File: src/rtl/pf_pkg.sv
package pf_pkg;
   // Verdict on a single pause event
   typedef enum logic [1:0] {
      PF_IGNORE = 2'd0,
      PF_REFILL = 2'd1,
      PF_DRAIN  = 2'd2
   } pf_act_e;
endpackage

File: src/rtl/pf_gap_timer.sv
module pf_gap_timer #(
   parameter int ELAP_W = 17
) (
   input  logic              clk,
   input  logic              rst_n,
   input  logic              clr_i,
   output logic [ELAP_W-1:0] elapsed_o
);
   localparam logic [ELAP_W-1:0] ELAP_MAX = '1;

   logic [ELAP_W-1:0] elap_q;

   always_ff @(posedge clk or negedge rst_n) begin
      if (!rst_n)                elap_q <= '0;
      else if (clr_i)            elap_q <= '0;
      else if (elap_q != ELAP_MAX) elap_q <= elap_q + 1'b1;
   end

   assign elapsed_o = elap_q;

   assert_gap_clear_R2: assert property (@(posedge clk) disable iff (!rst_n)
      clr_i |=> elapsed_o == '0);
   assert_gap_count_R2: assert property (@(posedge clk) disable iff (!rst_n)
      (!clr_i && elapsed_o != ELAP_MAX) |=> elapsed_o == $past(elapsed_o) + 1'b1);
   assert_gap_saturate_R9: assert property (@(posedge clk) disable iff (!rst_n)
      (!clr_i && elapsed_o == ELAP_MAX) |=> elapsed_o == ELAP_MAX);
endmodule

File: src/rtl/pf_spacing_judge.sv
module pf_spacing_judge
   import pf_pkg::*;
#(
   parameter int THR_W      = 16,
   parameter int ELAP_W     = 17,
   parameter bit USE_THRESH = 1'b1
) (
   input  logic              pause_i,
   input  logic              load_i,
   input  logic              halted_i,
   input  logic [ELAP_W-1:0] elapsed_i,
   input  logic [THR_W-1:0]  thresh_i,
   output pf_act_e           act_o
);
   logic wide;

   generate
      if (USE_THRESH) begin : g_spacing
         assign wide = (thresh_i != '0) && (elapsed_i > ELAP_W'(thresh_i));
      end else begin : g_count_only
         logic unused_inputs;
         assign unused_inputs = ^{elapsed_i, thresh_i};
         assign wide = 1'b0;
      end
   endgenerate

   always_comb begin
      if (!pause_i || load_i || halted_i) act_o = PF_IGNORE;
      else if (wide)                      act_o = PF_REFILL;
      else                                act_o = PF_DRAIN;
   end
endmodule

File: src/rtl/pf_pause_counter.sv
module pf_pause_counter
   import pf_pkg::*;
#(
   parameter int CNT_W = 16
) (
   input  logic             clk,
   input  logic             rst_n,
   input  logic             load_i,
   input  logic [CNT_W-1:0] count_cfg_i,
   input  logic             icpt_en_i,
   input  pf_act_e          act_i,
   output logic             halted_o,
   output logic             exit_o
);
   localparam int SW = CNT_W + 1;

   logic signed [SW-1:0] cnt_q;
   logic                 halted_q;
   logic                 exit_q;
   logic                 spent;

   assign spent = cnt_q[SW-1] || (cnt_q == '0);

   always_ff @(posedge clk or negedge rst_n) begin
      if (!rst_n) begin
         cnt_q    <= '0;
         halted_q <= 1'b0;
         exit_q   <= 1'b0;
      end else begin
         exit_q <= 1'b0;
         if (load_i) begin
            cnt_q    <= $signed({1'b0, count_cfg_i});
            halted_q <= 1'b0;
         end else begin
            case (act_i)
               PF_REFILL: cnt_q <= $signed({1'b0, count_cfg_i});
               PF_DRAIN: begin
                  if (spent) begin
                     cnt_q <= '1;
                     if (icpt_en_i) begin
                        exit_q   <= 1'b1;
                        halted_q <= 1'b1;
                     end
                  end else begin
                     cnt_q <= cnt_q - 1'b1;
                  end
               end
               default: ;
            endcase
         end
      end
   end

   assign halted_o = halted_q;
   assign exit_o   = exit_q;

   assert_load_R1: assert property (@(posedge clk) disable iff (!rst_n)
      load_i |=> (cnt_q == $signed({1'b0, $past(count_cfg_i)})) && !halted_q && !exit_q);
   assert_refill_R3: assert property (@(posedge clk) disable iff (!rst_n)
      (!load_i && act_i == PF_REFILL) |=> !exit_q && cnt_q == $signed({1'b0, $past(count_cfg_i)}));
   assert_drain_R4: assert property (@(posedge clk) disable iff (!rst_n)
      (!load_i && act_i == PF_DRAIN && !spent) |=> cnt_q == $past(cnt_q) - 1 && !exit_q);
   assert_pulse_R5: assert property (@(posedge clk) disable iff (!rst_n)
      exit_q |=> !exit_q);
   assert_halt_hold_R7: assert property (@(posedge clk) disable iff (!rst_n)
      (halted_q && !load_i) |=> $stable(cnt_q) && !exit_q);
   assert_no_exit_disabled_R8: assert property (@(posedge clk) disable iff (!rst_n)
      !icpt_en_i |=> !exit_q);
endmodule

File: src/rtl/pause_filter.sv
module pause_filter
   import pf_pkg::*;
#(
   parameter int CNT_W      = 16,
   parameter int THR_W      = 16,
   parameter int ELAP_W     = THR_W + 1,
   parameter bit USE_THRESH = 1'b1
) (
   input  logic             clk,
   input  logic             rst_n,
   input  logic             load_i,
   input  logic [CNT_W-1:0] count_cfg_i,
   input  logic [THR_W-1:0] thresh_i,
   input  logic             icpt_en_i,
   input  logic             pause_i,
   output logic             exit_o
);
   initial begin
      chk_elap_width: assert (ELAP_W > THR_W)
         else $error("elapsed timer must be wider than the threshold");
      chk_cnt_width: assert (CNT_W >= 1)
         else $error("pause budget width must be positive");
   end

   logic [ELAP_W-1:0] elapsed;
   logic              halted;
   pf_act_e           act;

   pf_gap_timer #(.ELAP_W(ELAP_W)) u_timer (
      .clk       (clk),
      .rst_n     (rst_n),
      .clr_i     (pause_i | load_i),
      .elapsed_o (elapsed)
   );

   pf_spacing_judge #(
      .THR_W      (THR_W),
      .ELAP_W     (ELAP_W),
      .USE_THRESH (USE_THRESH)
   ) u_judge (
      .pause_i   (pause_i),
      .load_i    (load_i),
      .halted_i  (halted),
      .elapsed_i (elapsed),
      .thresh_i  (thresh_i),
      .act_o     (act)
   );

   pf_pause_counter #(.CNT_W(CNT_W)) u_counter (
      .clk         (clk),
      .rst_n       (rst_n),
      .load_i      (load_i),
      .count_cfg_i (count_cfg_i),
      .icpt_en_i   (icpt_en_i),
      .act_i       (act),
      .halted_o    (halted),
      .exit_o      (exit_o)
   );

   assert_load_wins_R10: assert property (@(posedge clk) disable iff (!rst_n)
      (load_i && pause_i) |=> !exit_o);
   assert_count_only_R6: assert property (@(posedge clk) disable iff (!rst_n)
      (pause_i && !load_i && !halted && thresh_i == '0) |-> act != PF_REFILL);
endmodule

File: config.mk
export PLATFORM = sky130hd
export DESIGN_NAME = pause_filter
export DESIGN_NICKNAME = d
export VERILOG_FILES = /design/src/rtl/pf_pkg.sv /design/src/rtl/pf_gap_timer.sv /design/src/rtl/pf_spacing_judge.sv /design/src/rtl/pf_pause_counter.sv /design/src/rtl/pause_filter.sv
export SDC_FILE = /design/constraint.sdc
export NUM_CORES = 1
export LEC_CHECK = 0
export BUFFER_PORTS_ARGS = -buffer_cell sky130_fd_sc_hd__buf_2
export CORE_AREA = 2 2 81 83
export DETAILED_ROUTE_END_ITERATION = 16
export DIE_AREA = 0 0 83 85
export GPL_ROUTABILITY_DRIVEN = 0
export PLACE_DENSITY = 0.71
export RECOVER_POWER = 25
export SLEW_MARGIN = 20
export SYNTH_ARGS = -nofsm -noshare
export SYNTH_HDL_FRONTEND = slang
export SYNTH_SLANG_ARGS = --single-unit
export TNS_END_PERCENT = 100
File: constraint.sdc
create_clock -name clk -period 2.45 [get_ports clk]
set_input_delay 0.245 -clock clk [delete_from_list [all_inputs] [get_ports clk]]
set_output_delay 0.245 -clock clk [all_outputs]
set_load 0.02 [all_outputs]
==> qor.yml <==
timing:
  max_freq_ghz: 0.388
  finalSetupViolCount: 13
  maxSlewHeadroom_pct: -31.7
  skew_ns: 0.00733
  rsz0062_at_grt: "true"
  worst_slew_pin_slew_ns: 1.97
  slew_viol_final: 37
  hold_viol_final: 0
  hold_slack_ns: 0.176
  finalCritPeriodShare_pct: 105
  period_needed_ns: 2.58
  finalWorstSetupSlack_ns: -0.129
worst_setup_path:
  slowest_stage: "dfrtp_1"
  crit_fanout: 5
  worstPathArrival_ns: 2.76
  r2r_start: "u_timer.elapsed_o[15]"
  critPathLaunchType: "flop"
  slowest_delay_ns: 0.44
  cp.required_ns: 2.63
  reg2reg_slack_ns: -0.13
  crit_type: "reg -> reg"
  reg2reg_depth: 10
  path_buf_inv: 3
  cp_cell_sequence: "ha_4 -> nand4b_1 -> buf_6 -> nor4_4 -> o31a_1 -> o31ai_4 -> o21a_1 -> buf_6 -> buf_6 -> o221a_4"
  end_kind: "flop"
  cp_top_family: "compound AO/OA/AOI/OAI gates"
  reg2reg_to: "u_counter.cnt_q[5]"
  cpMostUsedCell: "buf_6"
global_route:
  grt_pass1_vias: 2405
  use_met2_pct: 32.3
  grt_pass1_wl_um: 10500
  overflow: 0
  grt_util_met1_pct: 21.9
  grtUsageMet3_pct: 3.89
  busiest_layer: "met2"
  antenna_found_initial: 0
  grt_max_degree: 37
  grt_usage_pct: 18.0
yosys:
  synth_area_per_cell_um2: 8.64
  yosys.area.top_type_share_pct: 37.2
  synthSimpleGateAreaFrac_pct: 24.8
  synth_edf_count: 0
  synthAdderAreaFrac_pct: 10.3
  synth-main-ff-cell: "dfrtp_1"
  ys_async_sr_fraction_pct: 100
  syn_area_um2: 2420
  synthMuxAreaShare_pct: 0.828
  synth_xor_area_share_pct: 6.16
  ys_ff_latch: 36
  yosys_warnings: 0
  yosysSeqAreaShare_pct: 37.2
  synth-compound-area-share_pct: 15.9
  syn_nets: 337
  synthDistinctLibCells: 44
  synthCells: 280
  synth_top_family_by_area: "simple AND/OR/NAND/NOR gates"
  yosysTopAreaCell: "dfrtp_1"
  synth.area.top_cells: "dfrtp_1, ha_1, nor2_1"
run_status:
  outcome: "finished, violations left"
  violations: "capacitance limit, slew limit, setup timing"
routing:
  wl_per_cell_um: 15.2
  ant_nets: 0
  route.final.wire_length_um: 6830
  num_vias: 2446
  drt_first_iter_violations: 101
  drt-pass1-iter-count: 4
  via_per_inst: 5.42
  drc: 0
final_layout:
  instances_no_fill: 451
  stdcell_area_um2: 3500
  fill_cells: 557
  syn_to_final_growth_pct: 44.5
  antennaDiodeCount: 0
  num-nets-final: 430
  drive_gt1_share_pct: 38.0
die:
  num_io_pins: 38
  die-area_um2: 7060
  num_rows: 29
  coreArea_um2: 6200
  start_util_pct: 39.0
  die_w_um: 83
  die_y_um: 85
power_and_ir_drop:
  p_leak_nw: 1.65
  pwr_density_cell_nw_per_um2: 413
  peakVddDrop_mv: 0.336
flow_run:
  maxCapViolCount: 1
placed_design:
  placed_cells: 425
  portBuffers: 37
  dp_hpwl_um: 4620
  post_dp_cell_area_um2: 2960
  dp_slack_ns: -0.124
clocking:
  cts_buffer_depth: 2
  numCtsBuffers: 5
  cts_root_buf: "clkbuf_8"
  cts_tree: "done"
  htree_num_levels: 2
  clk_pin_slew_ns: 0.08
  clock_latency_ns: 0.30
  cts.sinks: 36
hold_path:
  hold_path.startpoint: "icpt_en_i"
  min_to: "u_counter.exit_o"
  whs_path_depth: 3
  hold_class: "in -> reg"
cell usage after synthesis (2+ instances only):
| cell type | number |
|---|---|
| a211oi_1 | 5 |
| a21o_1 | 3 |
| a21oi_1 | 17 |
| and3_1 | 2 |
| and4_1 | 2 |
| clkbuf_1 | 4 |
| dfrtp_1 | 36 |
| ha_1 | 20 |
| inv_1 | 26 |
| mux2i_1 | 2 |
| nand2_1 | 20 |
| nand2b_1 | 3 |
| nand3_1 | 8 |
| nand4_1 | 4 |
| nand4b_1 | 2 |
| nor2_1 | 46 |
| nor3_1 | 10 |
| nor4_1 | 8 |
| o21a_1 | 2 |
| o21ai_0 | 5 |
| o221a_2 | 3 |
| o22ai_1 | 5 |
| o31a_1 | 2 |
| o32ai_1 | 2 |
| or2_2 | 4 |
| or3_1 | 3 |
| or4_1 | 3 |
| or4_4 | 2 |
| xnor2_1 | 4 |
| xor2_1 | 13 |
how the worst max path moves through the flow:
stage                     startpoint                  end  slack, ns  cells after the start
6_report       u_timer.elapsed_o[15]   u_counter.cnt_q[5]      -0.13                     10
2_1_floorplan  u_timer.elapsed_o[14]  u_counter.cnt_q[15]     0.0006                      9
3_5_place_dp   u_timer.elapsed_o[15]   u_counter.cnt_q[5]      -0.12                      8
5_1_grt        u_timer.elapsed_o[15]   u_counter.cnt_q[5]      -0.21                     10
3_3_place_gp            thresh_i[14]   u_counter.cnt_q[5]      -0.06                     10
4_1_cts         u_timer.elapsed_o[7]   u_counter.cnt_q[5]     -0.007                      8
tightest hold or removal path, delay by kind of cell:
family / cells / cell delay, ns
buffers and inverters: 1 / 0.10
AND/OR/NAND/NOR: 2 / 0.09
metal layers:
metal | vias up | wire, µm
met4 | 0 | 74
met2 | 82 | 3610
met5 | - | 0
met1 | 1173 | 2810
li1 | 1181 | -
met3 | 10 | 336
cell families after synthesis:
logic type,count (synthesis)
AND/OR/NAND/NOR,122
AO/OA/AOI/OAI,53
flip-flops,36
buffers and inverters,30
adder cells (fa/ha/maj),20
XOR/XNOR,17
multiplexers,2
where the power goes:
group | switching, mW | internal (mW) | total, mW | leakage (nW)
sequential | 0.0337 | 0.624 | 0.658 | 0.454
combinational | 0.135 | 0.124 | 0.258 | 1.14
clock | 0.224 | 0.302 | 0.526 | 0.0552
stage by stage:
stage                     power, mW  utilization (%)  TNS (ns)
after global placement        0.861             47.8    -0.132
after floorplan               0.766                -         0
final                          1.44             56.3    -0.944
after global routing           1.50             56.3     -2.59
after detailed placement      0.870             47.8    -0.740
after CTS                      1.39             50.4  -0.00737
registers in the layout, indices dropped and copies added (netlist names):
| register | count |
|---|---|
| u_counter.cnt_q | 17 |
| u_timer.elapsed_o | 17 |
| u_counter.exit_o | 1 |
| u_counter.halted_o | 1 |
placed cells by master, fill, tap and decap left out, types with 4 or more instances in the layout:
cell / Yosys / routed
nor3_1: 10 / 9
inv_1: 26 / 26
dfrtp_1: 36 / 35
clkbuf_8: 0 / 5
nor2_1: 46 / 43
a21oi_1: 17 / 14
nand2_1: 20 / 18
ha_1: 20 / 16
nand4_1: 4 / 4
buf_2: 0 / 36
buf_4: 0 / 41
nand3_1: 8 / 6
nor4_1: 8 / 7
xnor2_1: 4 / 4
a211oi_2: 0 / 5
xor2_1: 13 / 13
buf_6: 0 / 10
final cells by class:
type	instances	area, µm²	share of cell area (%)
Multi-Input combinational cell	215	1670	47.9
Sequential cell	36	902	25.8
Timing Repair Buffer	89	619	17.7
Inverter	26	97.6	2.79
Tap cell	77	96.3	2.76
Clock buffer	6	72.6	2.08
Clock inverter	2	35.0	1.00
repair_timing:
item                                    4_1_cts  5_1_grt
resized for setup                             8       53
pin swaps                                     4       19
endpoints found under the setup margin       16       27
hold buffers                                  0        0
gates cloned                                  1        0
buffers inserted                              1       16
No activity file was read; power rests on OpenSTA's default activity.
